===== src/rtl/ssp_pkg.sv =====
package ssp_pkg;
  typedef enum logic {
    DIR_RX = 1'b0,
    DIR_TX = 1'b1
  } ssp_dir_e;
endpackage


===== src/rtl/ssp_bit_timer.sv =====
module ssp_bit_timer #(
  parameter int unsigned CLKS_PER_BIT = 12,
  parameter int unsigned HOLD_CLKS    = 2,
  parameter int unsigned NUM_BITS     = 8
) (
  input  logic clk_i,
  input  logic rst_ni,
  input  logic start_i,
  output logic busy_o,
  output logic sample_o,
  output logic shift_o,
  output logic done_o,
  output logic sclk_o
);
  localparam int unsigned PH_W      = $clog2(CLKS_PER_BIT);
  localparam int unsigned BIT_W     = $clog2(NUM_BITS);
  localparam int unsigned RISE_PH   = CLKS_PER_BIT - HOLD_CLKS;
  localparam int unsigned LOW_CLKS  = CLKS_PER_BIT / 2;
  localparam int unsigned LOW_FIRST = RISE_PH - LOW_CLKS;
  localparam logic [PH_W-1:0]  LAST_PH   = PH_W'(CLKS_PER_BIT - 1);
  localparam logic [PH_W-1:0]  SAMPLE_PH = PH_W'(RISE_PH - 1);
  localparam logic [PH_W-1:0]  LOW_LO    = PH_W'(LOW_FIRST);
  localparam logic [PH_W-1:0]  LOW_HI    = PH_W'(RISE_PH - 1);
  localparam logic [BIT_W-1:0] LAST_BIT  = BIT_W'(NUM_BITS - 1);

  logic             busy_q;
  logic [PH_W-1:0]  ph_q;
  logic [BIT_W-1:0] bit_q;
  logic             ph_wrap;

  assign ph_wrap = busy_q && (ph_q == LAST_PH);

  always_ff @(posedge clk_i or negedge rst_ni) begin
    if (!rst_ni) begin
      busy_q <= 1'b0;
      ph_q   <= '0;
      bit_q  <= '0;
    end else if (start_i) begin
      busy_q <= 1'b1;
      ph_q   <= '0;
      bit_q  <= '0;
    end else if (busy_q) begin
      if (ph_wrap) begin
        ph_q <= '0;
        if (bit_q == LAST_BIT) busy_q <= 1'b0;
        else                   bit_q  <= bit_q + 1'b1;
      end else begin
        ph_q <= ph_q + 1'b1;
      end
    end
  end

  assign busy_o   = busy_q;
  assign sample_o = busy_q && (ph_q == SAMPLE_PH);
  assign shift_o  = ph_wrap;
  assign done_o   = ph_wrap && (bit_q == LAST_BIT);
  // low window ends one phase before the rising phase
  assign sclk_o   = !(busy_q && (ph_q >= LOW_LO) && (ph_q <= LOW_HI));
endmodule


===== src/rtl/ssp_shifter.sv =====
module ssp_shifter #(
  parameter int unsigned DATA_W = 8
) (
  input  logic              clk_i,
  input  logic              rst_ni,
  input  logic              load_i,
  input  logic [DATA_W-1:0] load_data_i,
  input  ssp_pkg::ssp_dir_e dir_i,
  input  logic              sample_i,
  input  logic              shift_i,
  input  logic              sdata_i,
  output logic              ser_o,
  output logic [DATA_W-1:0] par_o
);
  logic [DATA_W-1:0] sh_q;

  always_ff @(posedge clk_i or negedge rst_ni) begin
    if (!rst_ni) begin
      sh_q <= '0;
    end else if (load_i) begin
      sh_q <= load_data_i;
    end else if (dir_i == ssp_pkg::DIR_TX) begin
      if (shift_i) sh_q <= {1'b1, sh_q[DATA_W-1:1]};
    end else begin
      if (sample_i) sh_q <= {sdata_i, sh_q[DATA_W-1:1]};
    end
  end

  assign ser_o = sh_q[0];
  assign par_o = sh_q;
endmodule


===== src/rtl/ssp_flag.sv =====
module ssp_flag (
  input  logic clk_i,
  input  logic rst_ni,
  input  logic set_i,
  input  logic clr_i,
  output logic flag_o
);
  always_ff @(posedge clk_i or negedge rst_ni) begin
    if (!rst_ni)    flag_o <= 1'b0;
    else if (set_i) flag_o <= 1'b1;
    else if (clr_i) flag_o <= 1'b0;
  end
endmodule


===== src/rtl/ssp_sync_serial.sv =====
module ssp_sync_serial #(
  parameter int unsigned DATA_W       = 8,
  parameter int unsigned CLKS_PER_BIT = 12,
  parameter int unsigned HOLD_CLKS    = 2
) (
  input  logic              clk_i,
  input  logic              rst_ni,
  input  logic [DATA_W-1:0] tx_data_i,
  input  logic              tx_start_i,
  input  logic              rx_start_i,
  input  logic              tx_done_clr_i,
  input  logic              rx_done_clr_i,
  input  logic              sdata_i,
  output logic              sdata_o,
  output logic              sdata_oe_o,
  output logic              sclk_o,
  output logic [DATA_W-1:0] rx_data_o,
  output logic              tx_done_o,
  output logic              rx_done_o
);
  import ssp_pkg::*;

  logic              busy, sample, shift, done, ser;
  logic              tx_go, rx_go, start;
  logic [DATA_W-1:0] par;
  logic [DATA_W-1:0] rx_data_q;
  ssp_dir_e          dir_q;

  // transmit wins a tie, strobes are dropped while busy
  assign tx_go = tx_start_i && !busy;
  assign rx_go = rx_start_i && !tx_start_i && !busy;
  assign start = tx_go || rx_go;

  always_ff @(posedge clk_i or negedge rst_ni) begin
    if (!rst_ni)    dir_q <= DIR_RX;
    else if (start) dir_q <= tx_go ? DIR_TX : DIR_RX;
  end

  ssp_bit_timer #(
    .CLKS_PER_BIT(CLKS_PER_BIT),
    .HOLD_CLKS   (HOLD_CLKS),
    .NUM_BITS    (DATA_W)
  ) i_timer (
    .clk_i   (clk_i),
    .rst_ni  (rst_ni),
    .start_i (start),
    .busy_o  (busy),
    .sample_o(sample),
    .shift_o (shift),
    .done_o  (done),
    .sclk_o  (sclk_o)
  );

  ssp_shifter #(.DATA_W(DATA_W)) i_shifter (
    .clk_i      (clk_i),
    .rst_ni     (rst_ni),
    .load_i     (start),
    .load_data_i(tx_go ? tx_data_i : '0),
    .dir_i      (dir_q),
    .sample_i   (sample),
    .shift_i    (shift),
    .sdata_i    (sdata_i),
    .ser_o      (ser),
    .par_o      (par)
  );

  always_ff @(posedge clk_i or negedge rst_ni) begin
    if (!rst_ni)                      rx_data_q <= '0;
    else if (done && dir_q == DIR_RX) rx_data_q <= par;
  end

  ssp_flag i_tx_flag (
    .clk_i (clk_i),
    .rst_ni(rst_ni),
    .set_i (done && dir_q == DIR_TX),
    .clr_i (tx_done_clr_i),
    .flag_o(tx_done_o)
  );

  ssp_flag i_rx_flag (
    .clk_i (clk_i),
    .rst_ni(rst_ni),
    .set_i (done && dir_q == DIR_RX),
    .clr_i (rx_done_clr_i),
    .flag_o(rx_done_o)
  );

  assign sdata_oe_o = busy && (dir_q == DIR_TX);
  assign sdata_o    = sdata_oe_o ? ser : 1'b1;
  assign rx_data_o  = rx_data_q;
endmodule


===== config.mk =====
export PLATFORM = sky130hd
export DESIGN_NAME = ssp_sync_serial
export DESIGN_NICKNAME = d
export VERILOG_FILES = /design/src/rtl/ssp_pkg.sv /design/src/rtl/ssp_bit_timer.sv /design/src/rtl/ssp_shifter.sv /design/src/rtl/ssp_flag.sv /design/src/rtl/ssp_sync_serial.sv
export SDC_FILE = /design/constraint.sdc
export NUM_CORES = 1
export LEC_CHECK = 0
export BUFFER_PORTS_ARGS = -buffer_cell sky130_fd_sc_hd__buf_4
export CAP_MARGIN = 15
export CELL_PAD_IN_SITES_DETAIL_PLACEMENT = 0
export CELL_PAD_IN_SITES_GLOBAL_PLACEMENT = 1
export CORE_AREA = 4 4 51 76
export CTS_CLUSTER_SIZE = 30
export DETAILED_ROUTE_END_ITERATION = 12
export DIE_AREA = 0 0 55 80
export HOLD_SLACK_MARGIN = 0.08
export PLACE_DENSITY = 0.78
export RECOVER_POWER = 25
export SLEW_MARGIN = 5
export SYNTH_ARGS = -nofsm -noshare
export SYNTH_HDL_FRONTEND = slang
export SYNTH_SLANG_ARGS = --single-unit
export TNS_END_PERCENT = 50

===== constraint.sdc =====
create_clock -name clk_i -period 2.17 [get_ports clk_i]
set_clock_uncertainty 0.1 [all_clocks]
set_input_delay 0.217 -clock clk_i [delete_from_list [all_inputs] [get_ports clk_i]]
set_output_delay 0.217 -clock clk_i [all_outputs]
set_load 0.02 [all_outputs]

==> results of run 1 <==
==> worst paths after layout <==
kind / startpoint / slack (ns) / cells after the start / end
worst max-delay path: i_timer.bit_q[0] / 0.28 / 5 / rx_data_o[1]
worst min-delay path: tx_data_i[7] / 0.1 / 3 / i_shifter.par_o[7]
worst max register to register: i_timer.bit_q[0] / 0.28 / 5 / rx_data_o[1]
worst min register to register: i_rx_flag.flag_o / 0.41 / 1 / i_rx_flag.flag_o
max in group asynchronous: rst_ni / 0.44 / 2 / i_shifter.par_o[5]
min in group asynchronous: rst_ni / 0.70 / 2 / i_timer.bit_q[2]
==> per-layer routing <==
metal	part of all wire [%]	up-vias
li1	-	473
met1	42	451
met2	50	26
met3	5.9	4
met4	1.1	0
met5	0	-
==> state kept, by name, summed over array words and instances (netlist names) <==
register          flops
i_tx_flag.flag_o      1
i_timer.bit_q         3
i_timer.ph_q          4
dir_q                 1
rx_data_o             8
i_timer.busy_o        1
i_shifter.par_o       8
i_rx_flag.flag_o      1
==> placed cells by master (no fill, tap or decap), types with 2 or more instances in the layout <==
master         Yosys  layout
ha_1               5       5
clkbuf_8           0       3
dlygate4sd3_1      0       2
nand2_1            7       7
dfrtp_1           27      27
nand3_1            3       3
mux2i_1            2       2
a22o_1             8       8
nor2b_1            3       3
mux2_2            15      15
o21ai_0            7       7
inv_1              6       6
a31oi_1            2       2
buf_4              0      28
a21o_1             2       2
nor2_1             2       2
o22ai_1            2       2
a21oi_1            3       3
nand2b_1           4       4
==> where the power goes <==
part           total (mW)  leakage [nW]  internal, mW  switching (mW)
clock network       0.286        0.0217         0.130           0.156
registers           0.784         0.345         0.647           0.137
logic               0.556         0.424         0.305           0.251
==> layout make-up <==
type,instances,area (um^2),share of cell area (%)
clock buffer,3,41.3,2.51
clock inverter,1,7.51,0.457
inverter,6,22.5,1.37
multi-input combinational,76,612,37.2
sequential,27,676,41.1
tap,40,50.0,3.05
timing repair buffer,31,234,14.2
==> kinds of logic after synthesis <==
| family | after synthesis | share of synthesized area (%) |
|---|---|---|
| compound gates | 28 | 15.0 |
| flops | 27 | 51.3 |
| simple gates | 26 | 12.3 |
| mux | 17 | 14.3 |
| buf+inv | 8 | 2.28 |
| fa+ha+maj | 5 | 4.75 |
==> critical path, cell delays in order, from the launching register on <==
cell and delay (ns):
dfrtp_1 0.38, ha_1 0.15, ha_1 0.24, nand2_1 0.11
nor3_4 0.40, mux2_2 0.39
==> repair_timing <==
| item | in CTS | in global routing |
|---|---|---|
| endpoints found under the hold margin | 28 | 0 |
| setup buffers | 0 | 0 |
| hold buffers | 2 | 0 |
==> impl_metrics.yaml, run 1 <==
routing:
  wl_um: 2550
  wl_per_cell_um: 13.9
  vias: 954
  dr.first_iter.drc_count: 30
  viasPerCell: 5.18
  drc_errors: 0
  ant_nets: 0
  first_pass_iters: 4
global_routing:
  grt_pass1_wl_um: 4290
  top_usage_layer: "met2"
  use_met2_pct: 21.6
  gr-total-overflow: 0
  grt_pass1_vias: 959
  grt_use_met3_pct: 2.43
  grt_max_degree: 28
  grtUsageMet1_pct: 16.5
  grt.total_usage_pct: 13.2
  antenna_found_initial: 0
critical_path:
  cp_max_fo: 9
  critPathKind: "reg -> reg"
  critPathRequiredTime_ns: 2.23
  cp.arrival_ns: 1.95
  end_kind: "flop"
  crit_path_start_kind: "flop"
pwr:
  total_power_mw: 1.63
  vdd.ir_drop.worst_uv: 446
  power_density_nw_per_um2: 990
  p_leak_nw: 0.791
synthesis:
  synth_common_cells: "27 x dfrtp_1, 15 x mux2_2, 8 x a22o_1"
  ys_seq_area_share_pct: 51.3
  synthTopCellsByArea: "dfrtp_1 51%, mux2_2 13%, a22o_1 5.3%"
  yosysUniqueCellTypes: 29
  ys_ff_latch: 27
  synthArstFlopShare_pct: 100
  synth_top_area_share_pct: 51.3
  postSynthCellCount: 111
  synth_area_per_cell_um2: 11.9
  synthesis.area_um2: 1320
  yosysMostFrequentCell: "dfrtp_1"
  synth_ff_type: "dfrtp_1"
  synth.largest_area_cell: "dfrtp_1"
  synth_edf_count: 0
  syn_nets: 131
  yosys_warnings: 0
timing:
  maxSlewViolCount: 0
  rsz0062_at_grt: "false"
  hold_violations: 0
  setup_tns_ns: 0
  setup_viol: 0
  tightest_slew_ns: 1.43
  worst_hold_slack_ns: 0.0955
  clock.fmax_ghz: 0.530
  fin_crit_sh_pct: 86.9
  setup_ws_ns: 0.285
  min_period_ns: 1.89
  maxSlewHeadroom_pct: 4.93
floorplan:
  core_area_um2: 3160
  initial_core_util_pct: 41.7
  die-area_um2: 4400
  die_x_um: 55
  rows: 25
  pin_count: 28
  die_h_um: 80
final_layout:
  fin_cells: 184
  fin_nets: 165
  final_area_um2: 1640
  insertedDiodeCount: 0
  drive_above_1_share_pct: 35.4
  syn2layout_area_growth_pct: 24.7
  nFillCells: 298
  fin_util_pct: 52.0
cts:
  clk_latency_ns: 0.27
  root_buffer: "clkbuf_8"
  cts_resized: 0
  cts_buffer_depth: 2
  clock_sinks: 27
  clk_pin_slew_ns: 0.09
  cts_buffers: 3
  tritoncts: "built"
  cts.htree.levels: 1
outcome:
  status: "complete, no violations"
placement:
  dp_slack_ns: 0.258
  placed_cell_area_um2: 1580
  place_inst: 178
  port-buffer-count: 27
  gp_congestion: 0.747
  dp_hpwl_um: 1930
hold_path:
  worst_hold_path_type: "in -> reg"
run:
  drv_cap: 0
No activity file was read; power rests on OpenSTA's default activity.
==> inputs of run 2 (changes only) <==
--- a/config.mk
+++ b/config.mk
@@ -5,16 +5,15 @@
 export SDC_FILE = /design/constraint.sdc
 export NUM_CORES = 1
 export LEC_CHECK = 0
-export BUFFER_PORTS_ARGS = -buffer_cell sky130_fd_sc_hd__buf_4
 export CAP_MARGIN = 15
 export CELL_PAD_IN_SITES_DETAIL_PLACEMENT = 0
 export CELL_PAD_IN_SITES_GLOBAL_PLACEMENT = 1
-export CORE_AREA = 4 4 51 76
-export CTS_CLUSTER_SIZE = 30
+export CORE_AREA = 4 4 48 72
 export DETAILED_ROUTE_END_ITERATION = 12
-export DIE_AREA = 0 0 55 80
+export DIE_AREA = 0 0 52 76
+export DONT_BUFFER_PORTS = 1
 export HOLD_SLACK_MARGIN = 0.08
-export PLACE_DENSITY = 0.78
+export PLACE_DENSITY = 0.76
 export RECOVER_POWER = 25
 export SLEW_MARGIN = 5
 export SYNTH_ARGS = -nofsm -noshare
==> run 2 against run 1 <==
  * Register-to-register slack barely moved
  * Setup slack worse by 0.0078 ns
  * Sequential power is 2% higher
  * Cell count shrank 13%
  * Combinational power fell by 14%
  * Non-clock buffer count decreased by 22
  * Clock-buffer cell count rose by 1
  * Global-route usage increased by 1.1 points
  * Largest cell class unchanged
==> impl_metrics.yaml, run 2 (synthesized netlist as in run 1, its figures left out) <==
final_layout:
  layout_commonest_cell: "dfrtp_1"
  multiInputGateArea_um2: 612
  nFillCells: 274
  insertedDiodeCount: 0
  final_area_um2: 1480
  mostFrequentLayoutCells: "27 x dfrtp_1, 15 x mux2_2, 8 x a22o_1, 7 x o21ai_0, 7 x nand2_1"
  fin_util_pct: 52.0
  fin_nets: 143
  drive_above_1_share_pct: 19.7
  register_area_um2: 676
  fin_cells: 161
  syn2layout_area_growth_pct: 12.5
cts:
  postCtsHoldBufs: 7
  clock_sinks: 27
  postCtsSetupRepairBufs: 0
  root_buffer: "clkbuf_8"
  cts_buffers: 3
  cts_resized: 0
  cts.htree.levels: 1
  cts_buffer_depth: 2
  clk_latency_ns: 0.27
  clk_pin_slew_ns: 0.09
  tritoncts: "built"
floorplan:
  die_h_um: 76
  initial_core_util_pct: 46.2
  core_area_um2: 2850
  pin_count: 28
  rows: 24
  die-area_um2: 3950
  die_x_um: 52
placement:
  placed_cell_area_um2: 1370
  dp_hpwl_um: 1900
  place_inst: 150
  gp_congestion: 0.747
  port-buffer-count: 0
timing:
  fin_crit_sh_pct: 87.2
  worst_hold_slack_ns: 0.103
  maxSlewViolCount: 0
  min_period_ns: 1.89
  clock.fmax_ghz: 0.528
  setup_tns_ns: 0
  maxSlewHeadroom_pct: 6.79
  setup_viol: 0
  hold_violations: 0
  tightest_slew_ns: 1.40
  rsz0062_at_grt: "false"
hold_path:
  worst_hold_path_type: "in -> reg"
routing:
  first_pass_iters: 4
  ant_nets: 0
  wl_per_cell_um: 15.7
  wl_um: 2530
  vias: 877
  drc_errors: 0
  dr.first_iter.drc_count: 20
  viasPerCell: 5.45
global_routing:
  grt_pass1_vias: 873
  gr-total-overflow: 0
  grt.total_usage_pct: 14.2
  grt_max_degree: 28
  grt_pass1_wl_um: 4310
  antenna_found_initial: 0
run:
  drv_cap: 0
pwr:
  power_density_nw_per_um2: 1050
  vdd.ir_drop.worst_uv: 560
  p_leak_nw: 0.678
critical_path:
  worstPathCellList: "ha_1 > nand2_1 > nor3_4 > mux2_2"
  crit_path_start_kind: "flop"
  path_delay_family: "simple AND/OR/NAND/NOR gates"
  critical_path_buf_inv_count: 0
  critPathRequiredTime_ns: 2.23
  cp.arrival_ns: 1.95
  end_kind: "flop"
  slowest_stage: "dfrtp_1"
  critPathKind: "reg -> reg"
  max_stage_delay_ns: 0.44
  cp_max_fo: 9
outcome:
  status: "complete, no violations"
-- run 2: per-layer routing --
metal	global-route usage, %	vias to the layer above	wire [um]
li1	-	424	-
met5	0	-	0
met4	4.72	0	15
met3	2.54	2	137
met2	22.3	23	1290
met1	19.5	428	1080
-- run 2: worst reg2reg max path, delay by kind of cell, from the launching register on --
family / cells / cell delay [ns]
AND/OR/NAND/NOR: 2 / 0.52
flip-flops: 1 / 0.44
adder cells (fa/ha/maj): 1 / 0.33
multiplexers: 1 / 0.40
-- run 2: path summary, 6_finish.rpt --
check	depth (start not counted)	slack (ns)	end	from
hold reg to reg	1	0.43	i_shifter.par_o[0]	i_shifter.par_o[0]
min in group asynchronous	2	0.71	i_timer.ph_q[3]	rst_ni
max in group asynchronous	2	0.44	i_shifter.par_o[3]	rst_ni
setup reg to reg	4	0.28	rx_data_o[0]	i_timer.ph_q[0]
setup / recovery	4	0.28	rx_data_o[0]	i_timer.ph_q[0]
hold / removal	2	0.10	i_timer.busy_o	rx_start_i
-- run 2: final cells by class --
type | instances | share of cell area [%]
multi-input combinational | 76 | 41.3
timing repair buffer | 9 | 5.32
sequential | 27 | 45.6
inverter | 6 | 1.52
clock buffer | 4 | 3.04
tap | 39 | 3.29
-- run 2: report_power, final --
part	internal, mW	switching [mW]
clock network	0.131	0.148
registers	0.648	0.150
logic	0.251	0.226
-- run 2: through the flow --
stage,worst slack [ns],power (mW)
floorplan,0.522,1.17
global placement,0.321,1.25
detailed placement,0.239,1.28
CTS,0.227,1.58
global route,0.104,1.68
finish,0.277,1.55
